--- src/rtl/acc_alu_pkg.sv ---
package acc_alu_pkg;
  localparam int OP_W = 5;

  typedef enum logic [OP_W-1:0] {
    OP_LOAD = 5'd0,
    OP_ADD  = 5'd1,
    OP_ADDC = 5'd2,
    OP_AND  = 5'd3,
    OP_OR   = 5'd4,
    OP_XOR  = 5'd5,
    OP_INC  = 5'd6,
    OP_DEC  = 5'd7,
    OP_CLR  = 5'd8,
    OP_CPL  = 5'd9,
    OP_SWAP = 5'd10,
    OP_RL   = 5'd11,
    OP_RLC  = 5'd12,
    OP_RR   = 5'd13,
    OP_RRC  = 5'd14,
    OP_DA   = 5'd15,
    OP_XCHD = 5'd16
  } acc_op_e;
endpackage

--- src/rtl/acc_adder.sv ---
module acc_adder #(
  parameter int DATA_W = 8
) (
  input  logic [DATA_W-1:0] a,
  input  logic [DATA_W-1:0] b,
  input  logic              cin,
  output logic [DATA_W-1:0] sum,
  output logic              cout,
  output logic              half_cout
);
  localparam int NIB_W = DATA_W / 2;

  logic [DATA_W:0] full;
  logic [NIB_W:0]  low;

  always_comb begin
    full      = {1'b0, a} + {1'b0, b} + {{DATA_W{1'b0}}, cin};
    low       = {1'b0, a[NIB_W-1:0]} + {1'b0, b[NIB_W-1:0]} + {{NIB_W{1'b0}}, cin};
    sum       = full[DATA_W-1:0];
    cout      = full[DATA_W];
    half_cout = low[NIB_W];
  end
endmodule

--- src/rtl/acc_decimal_adjust.sv ---
module acc_decimal_adjust #(
  parameter int DATA_W = 8
) (
  input  logic [DATA_W-1:0] a,
  input  logic              cin,
  input  logic              aux_in,
  output logic [DATA_W-1:0] res,
  output logic              cout
);
  localparam int NIB_W = DATA_W / 2;
  localparam logic [DATA_W:0] LO_FIX = (DATA_W+1)'(6);
  localparam logic [DATA_W:0] HI_FIX = (DATA_W+1)'(6) << NIB_W;
  localparam logic [NIB_W-1:0] DIGIT_MAX = NIB_W'(9);

  logic [DATA_W:0] step1, step2;
  logic            fix_lo, fix_hi;

  always_comb begin
    fix_lo = (a[NIB_W-1:0] > DIGIT_MAX) || aux_in;
    step1  = {1'b0, a} + (fix_lo ? LO_FIX : '0);
    fix_hi = (step1[DATA_W-1:NIB_W] > DIGIT_MAX) || cin || step1[DATA_W];
    step2  = {1'b0, step1[DATA_W-1:0]} + (fix_hi ? HI_FIX : '0);
    res    = step2[DATA_W-1:0];
    cout   = cin | step1[DATA_W] | step2[DATA_W];
  end
endmodule

--- src/rtl/acc_shift_logic.sv ---
module acc_shift_logic
  import acc_alu_pkg::*;
#(
  parameter int DATA_W = 8
) (
  input  acc_op_e           op,
  input  logic [DATA_W-1:0] a,
  input  logic [DATA_W-1:0] b,
  input  logic              cin,
  output logic [DATA_W-1:0] res,
  output logic              rot_cout
);
  localparam int NIB_W = DATA_W / 2;

  always_comb begin
    res      = a;
    rot_cout = cin;
    unique case (op)
      OP_LOAD: res = b;
      OP_AND:  res = a & b;
      OP_OR:   res = a | b;
      OP_XOR:  res = a ^ b;
      OP_INC:  res = a + DATA_W'(1);
      OP_DEC:  res = a - DATA_W'(1);
      OP_CLR:  res = '0;
      OP_CPL:  res = ~a;
      OP_SWAP: res = {a[NIB_W-1:0], a[DATA_W-1:NIB_W]};
      OP_RL:   res = {a[DATA_W-2:0], a[DATA_W-1]};
      OP_RR:   res = {a[0], a[DATA_W-1:1]};
      OP_RLC: begin
        res      = {a[DATA_W-2:0], cin};
        rot_cout = a[DATA_W-1];
      end
      OP_RRC: begin
        res      = {cin, a[DATA_W-1:1]};
        rot_cout = a[0];
      end
      OP_XCHD: res = {a[DATA_W-1:NIB_W], b[NIB_W-1:0]};
      default: res = a;
    endcase
  end
endmodule

--- src/rtl/acc_alu_core.sv ---
module acc_alu_core
  import acc_alu_pkg::*;
#(
  parameter int DATA_W = 8
) (
  input  logic              clk,
  input  logic              rst_n,
  input  logic              ld_en,
  input  logic [OP_W-1:0]   op_sel,
  input  logic [DATA_W-1:0] operand,
  output logic [DATA_W-1:0] acc_q,
  output logic              carry_q,
  output logic              aux_q,
  output logic              acc_zero,
  output logic [DATA_W-1:0] ram_wdata,
  output logic              ram_we
);
  localparam int NIB_W = DATA_W / 2;

  acc_op_e op;
  assign op = acc_op_e'(op_sel);

  logic [DATA_W-1:0] add_sum, da_res, sl_res;
  logic              add_c, add_hc, da_c, sl_c;
  logic              use_cin;

  assign use_cin = (op == OP_ADDC) ? carry_q : 1'b0;

  acc_adder #(.DATA_W(DATA_W)) u_add (
    .a(acc_q), .b(operand), .cin(use_cin),
    .sum(add_sum), .cout(add_c), .half_cout(add_hc)
  );

  acc_decimal_adjust #(.DATA_W(DATA_W)) u_da (
    .a(acc_q), .cin(carry_q), .aux_in(aux_q),
    .res(da_res), .cout(da_c)
  );

  acc_shift_logic #(.DATA_W(DATA_W)) u_sl (
    .op(op), .a(acc_q), .b(operand), .cin(carry_q),
    .res(sl_res), .rot_cout(sl_c)
  );

  logic [DATA_W-1:0] acc_d;
  logic              carry_d, aux_d, known_op;

  always_comb begin
    acc_d    = acc_q;
    carry_d  = carry_q;
    aux_d    = aux_q;
    known_op = (op_sel <= OP_W'(OP_XCHD));
    if (op == OP_ADD || op == OP_ADDC) begin
      acc_d   = add_sum;
      carry_d = add_c;
      aux_d   = add_hc;
    end else if (op == OP_DA) begin
      acc_d   = da_res;
      carry_d = da_c;
    end else if (known_op) begin
      acc_d   = sl_res;
      carry_d = sl_c;
    end
  end

  always_ff @(posedge clk or negedge rst_n) begin
    if (!rst_n) begin
      acc_q     <= '0;
      carry_q   <= 1'b0;
      aux_q     <= 1'b0;
      ram_we    <= 1'b0;
      ram_wdata <= '0;
    end else begin
      ram_we <= ld_en && (op == OP_XCHD);
      if (ld_en) begin
        acc_q   <= acc_d;
        carry_q <= carry_d;
        aux_q   <= aux_d;
        if (op == OP_XCHD)
          ram_wdata <= {operand[DATA_W-1:NIB_W], acc_q[NIB_W-1:0]};
      end
    end
  end

  assign acc_zero = (acc_q == '0);
endmodule

--- config.mk ---
export PLATFORM = sky130hd
export DESIGN_NAME = acc_alu_core
export DESIGN_NICKNAME = d
export VERILOG_FILES = /design/src/rtl/acc_alu_pkg.sv /design/src/rtl/acc_adder.sv /design/src/rtl/acc_decimal_adjust.sv /design/src/rtl/acc_shift_logic.sv /design/src/rtl/acc_alu_core.sv
export SDC_FILE = /design/constraint.sdc
export NUM_CORES = 1
export LEC_CHECK = 0
export BUFFER_PORTS_ARGS = -buffer_cell sky130_fd_sc_hd__buf_2
export CAP_MARGIN = 10
export CELL_PAD_IN_SITES_DETAIL_PLACEMENT = 1
export CELL_PAD_IN_SITES_GLOBAL_PLACEMENT = 1
export CORE_AREA = 2 2 88 90
export DETAILED_ROUTE_END_ITERATION = 10
export DIE_AREA = 0 0 90 92
export PLACE_DENSITY_LB_ADDON = 0.1
export SLEW_MARGIN = 20
export SYNTH_ARGS = -nofsm -noshare
export SYNTH_HDL_FRONTEND = slang
export SYNTH_SLANG_ARGS = --single-unit
--- constraint.sdc ---
create_clock -name clk -period 3 [get_ports clk]
set_input_delay 0.3 -clock clk [delete_from_list [all_inputs] [get_ports clk]]
set_output_delay 0.3 -clock clk [all_outputs]
set_load 0.005 [all_outputs]
==> flow_summary.json <==
{
  "clk_pin_slew_worst_paths_ns": 0.07,
  "cts.sinks": 19,
  "route.detailed.wl_per_inst_um": 20.54,
  "dpl.hpwl_mm": 8.035,
  "slew_headroom": 0.4411,
  "tritoncts": "built",
  "crit_chain": "inv_2, nand2_2, a21o_1, ha_2, inv_2, fa_2, and3b_2, o22ai_2, a221o_1, buf_6, ha_4, a21oi_2, o21a_1, o221ai_2, mux2_4",
  "finalCriticalPeriod_ns": 3.015,
  "die_area_sq_um": 8280,
  "fmax_ghz": 0.3317,
  "crit_top_cell": "inv_2",
  "syn_avg_cell_area_sq_um": 8.383,
  "status": "complete, but fails checks",
  "die_x_um": 90,
  "hold_viol": 0,
  "synthArstFlopShare": 1.000,
  "clkLatencyLatePin_ns": 0.26,
  "finalWorstSetupSlack_ns": -0.01451,
  "start_kind": "flop",
  "final_cell_mix": "35 x buf_2, 33 x buf_4, 24 x inv_1, 23 x nand2_1, 23 x ha_1",
  "portBuffers": 35,
  "tightest_slew_ns": 0.8172,
  "grt_antenna_before_repair": 0,
  "synth-edff-count": 0,
  "placed_area_sq_um": 3241,
  "grt_overflow": 0,
  "synth_fp_nets": 384,
  "grt_max_degree": 21,
  "ir_drop_v": 0.0002902,
  "fin_crit_sh": 1.005,
  "cts_root_buf": "clkbuf_8",
  "track_usage": 0.2493,
  "crit_type": "reg2reg",
  "crit_path_end_kind": "flop",
  "fp-row-count": 32,
  "final_nets": 442,
  "area_growth_pct": 19.75,
  "final_cell_area_sq_um": 3383,
  "hp-class": "in2reg",
  "rsz0062_at_grt": "true",
  "synth_cells": 337,
  "crit_required_ns": 3.15,
  "firstDrtPassIters": 4,
  "core-area_sq_um": 7447,
  "yosysUniqueCellTypes": 77,
  "p_per_area_nw_per_um2": 468.4,
  "slowest_delay_ns": 0.39,
  "layout_commonest_cell": "buf_2",
  "viasPerCell": 5.925,
  "antenna_left": 0,
  "initial_core_util": 0.3794,
  "synth_ff_type": "dfrtp_1",
  "grt_pass1_vias": 3077,
  "grt_pass1_wl_mm": 16.39,
  "maxSlewViolCount": 0,
  "critPathSlowestCell": "a221o_1",
  "reg2reg_slack_ns": -0.01,
  "drc": 0,
  "ys_seq_elements": 19,
  "maxCapViolCount": 0,
  "setup_viol": 1,
  "antenna-diode-count": 0,
  "critPathBufInv": 3,
  "num_vias": 2939,
  "cp_max_fo": 3,
  "cp_top_family": "compound AO/OA/AOI/OAI gates",
  "initialDrtViolationCount": 177,
  "ios": 36,
  "cts_buffer_depth": 2,
  "htreeDepth": 1,
  "post_synth_instance_area_sq_um": 2825,
  "totalWireLength_mm": 10.19,
  "p_leak_nw": 1.475,
  "skew_ns": 0.001843,
  "crit_arrival_ns": 3.16,
  "gp_congestion": 0.8597,
  "die_h_um": 92,
  "yosys_warnings": 0,
  "drive_above_1_share": 0.2970,
  "cts_made_buffers": 3,
  "violations": "negative setup slack",
  "yosysSeqAreaShare": 0.1683,
  "place_ws_ns": -0.02172
}
==> sequential cells by signal, summed over array words and instances, names as in the netlist <==
name,count
carry_q,1
aux_q,1
ram_wdata,8
ram_we,1
acc_q,8
==> power breakdown <==
part	leakage [nW]	internal (mW)	switching, mW
clock network	0.0228	0.0945	0.0885
registers	0.232	0.314	0.0441
logic	1.22	0.464	0.580
==> synthesized netlist by cell type (4+ instances only) <==
master | instances | share of area
mux2_2 | 8 | 0.032
o22ai_1 | 6 | 0.013
o21ai_0 | 9 | 0.016
dfrtp_1 | 19 | 0.17
nand2_1 | 24 | 0.032
nor3_1 | 4 | 0.0071
a221oi_1 | 6 | 0.019
buf_6 | 4 | 0.016
inv_1 | 28 | 0.037
a31oi_1 | 8 | 0.018
nand3_1 | 12 | 0.021
nand2b_1 | 7 | 0.015
fa_1 | 5 | 0.035
o31ai_1 | 5 | 0.013
xor2_1 | 7 | 0.022
nor2_1 | 20 | 0.027
ha_1 | 26 | 0.12
a22oi_1 | 10 | 0.027
nand3b_1 | 5 | 0.013
a21o_1 | 4 | 0.011
a21oi_1 | 15 | 0.027
buf_4 | 4 | 0.011
o2111ai_1 | 4 | 0.012
buf_2 | 5 | 0.0089
xnor2_1 | 10 | 0.031
==> worst reg2reg max path: stages (launching register included) <==
cell and delay (ns):
dfrtp_2 0.37, inv_2 0.04, nand2_2 0.06, a21o_1 0.16
ha_2 0.21, inv_2 0.04, fa_2 0.33, and3b_2 0.25
o22ai_2 0.08, a221o_1 0.39, buf_6 0.14, ha_4 0.20
a21oi_2 0.14, o21a_1 0.15, o221ai_2 0.08, mux2_4 0.27
==> stage by stage <==
step                setup TNS, ns    util  std cells  hold WS (ns)  power [mW]
finish                   -0.01451  0.4543        496        0.3454       1.585
global route              -0.3367  0.4543        496        0.3568       1.714
CTS                      -0.01982  0.4449        492        0.3382       1.533
detailed placement       -0.02172  0.4351        486        0.2739       1.322
global placement                0  0.4351        486        0.2701       1.303
floorplan               -0.009788       -        337      0.004409      0.9584
==> cell type report <==
type                            instances  area (sq um)
Fill cell                             961          4064
Tap cell                              102         127.6
Sequential cell                        19         478.0
Multi-Input combinational cell        272          2180
Clock buffer                            4         45.04
Inverter                               29         108.9
Timing Repair Buffer                   70         444.2
==> final timing paths <==
check / depth (start not counted) / to / from
setup reg to reg: 15 / carry_q / acc_q[1]
hold / removal: 2 / ram_wdata[5] / operand[5]
max in group asynchronous: 2 / acc_q[2] / rst_n
setup / recovery: 15 / carry_q / acc_q[1]
min in group asynchronous: 2 / ram_we / rst_n
hold reg to reg: 1 / ram_wdata[0] / ram_wdata[0]
==> metal layers <==
layer / up-vias / wire, um / global-route usage
met5: - / 0 / 0
met4: 0 / 317 / 0.07949
met3: 18 / 540 / 0.03122
met2: 81 / 4829 / 0.4217
met1: 1452 / 4500 / 0.3316
li1: 1388 / - / -
==> cell families (layout without fill, tap and decap cells) <==
logic type / after synthesis / after routing / share of synthesized area
flops: 19 / 19 / 0.1683
simple gates: 106 / 106 / 0.2144
buf+inv: 46 / 103 / 0.07971
compound gates: 107 / 107 / 0.2914
mux: 11 / 11 / 0.04296
xor+xnor: 17 / 17 / 0.05270
fa+ha+maj: 31 / 31 / 0.1506
==> timing repair <==
action                     CTS  global route
hold endpoints to repair    19             0
hold buffers                 1             0
gates resized for setup      3             9
setup buffers                1             4
cloned                       0             0
pin swaps                    0             4
setup endpoints to repair    3             4
Power figures use the tool's default switching activity.
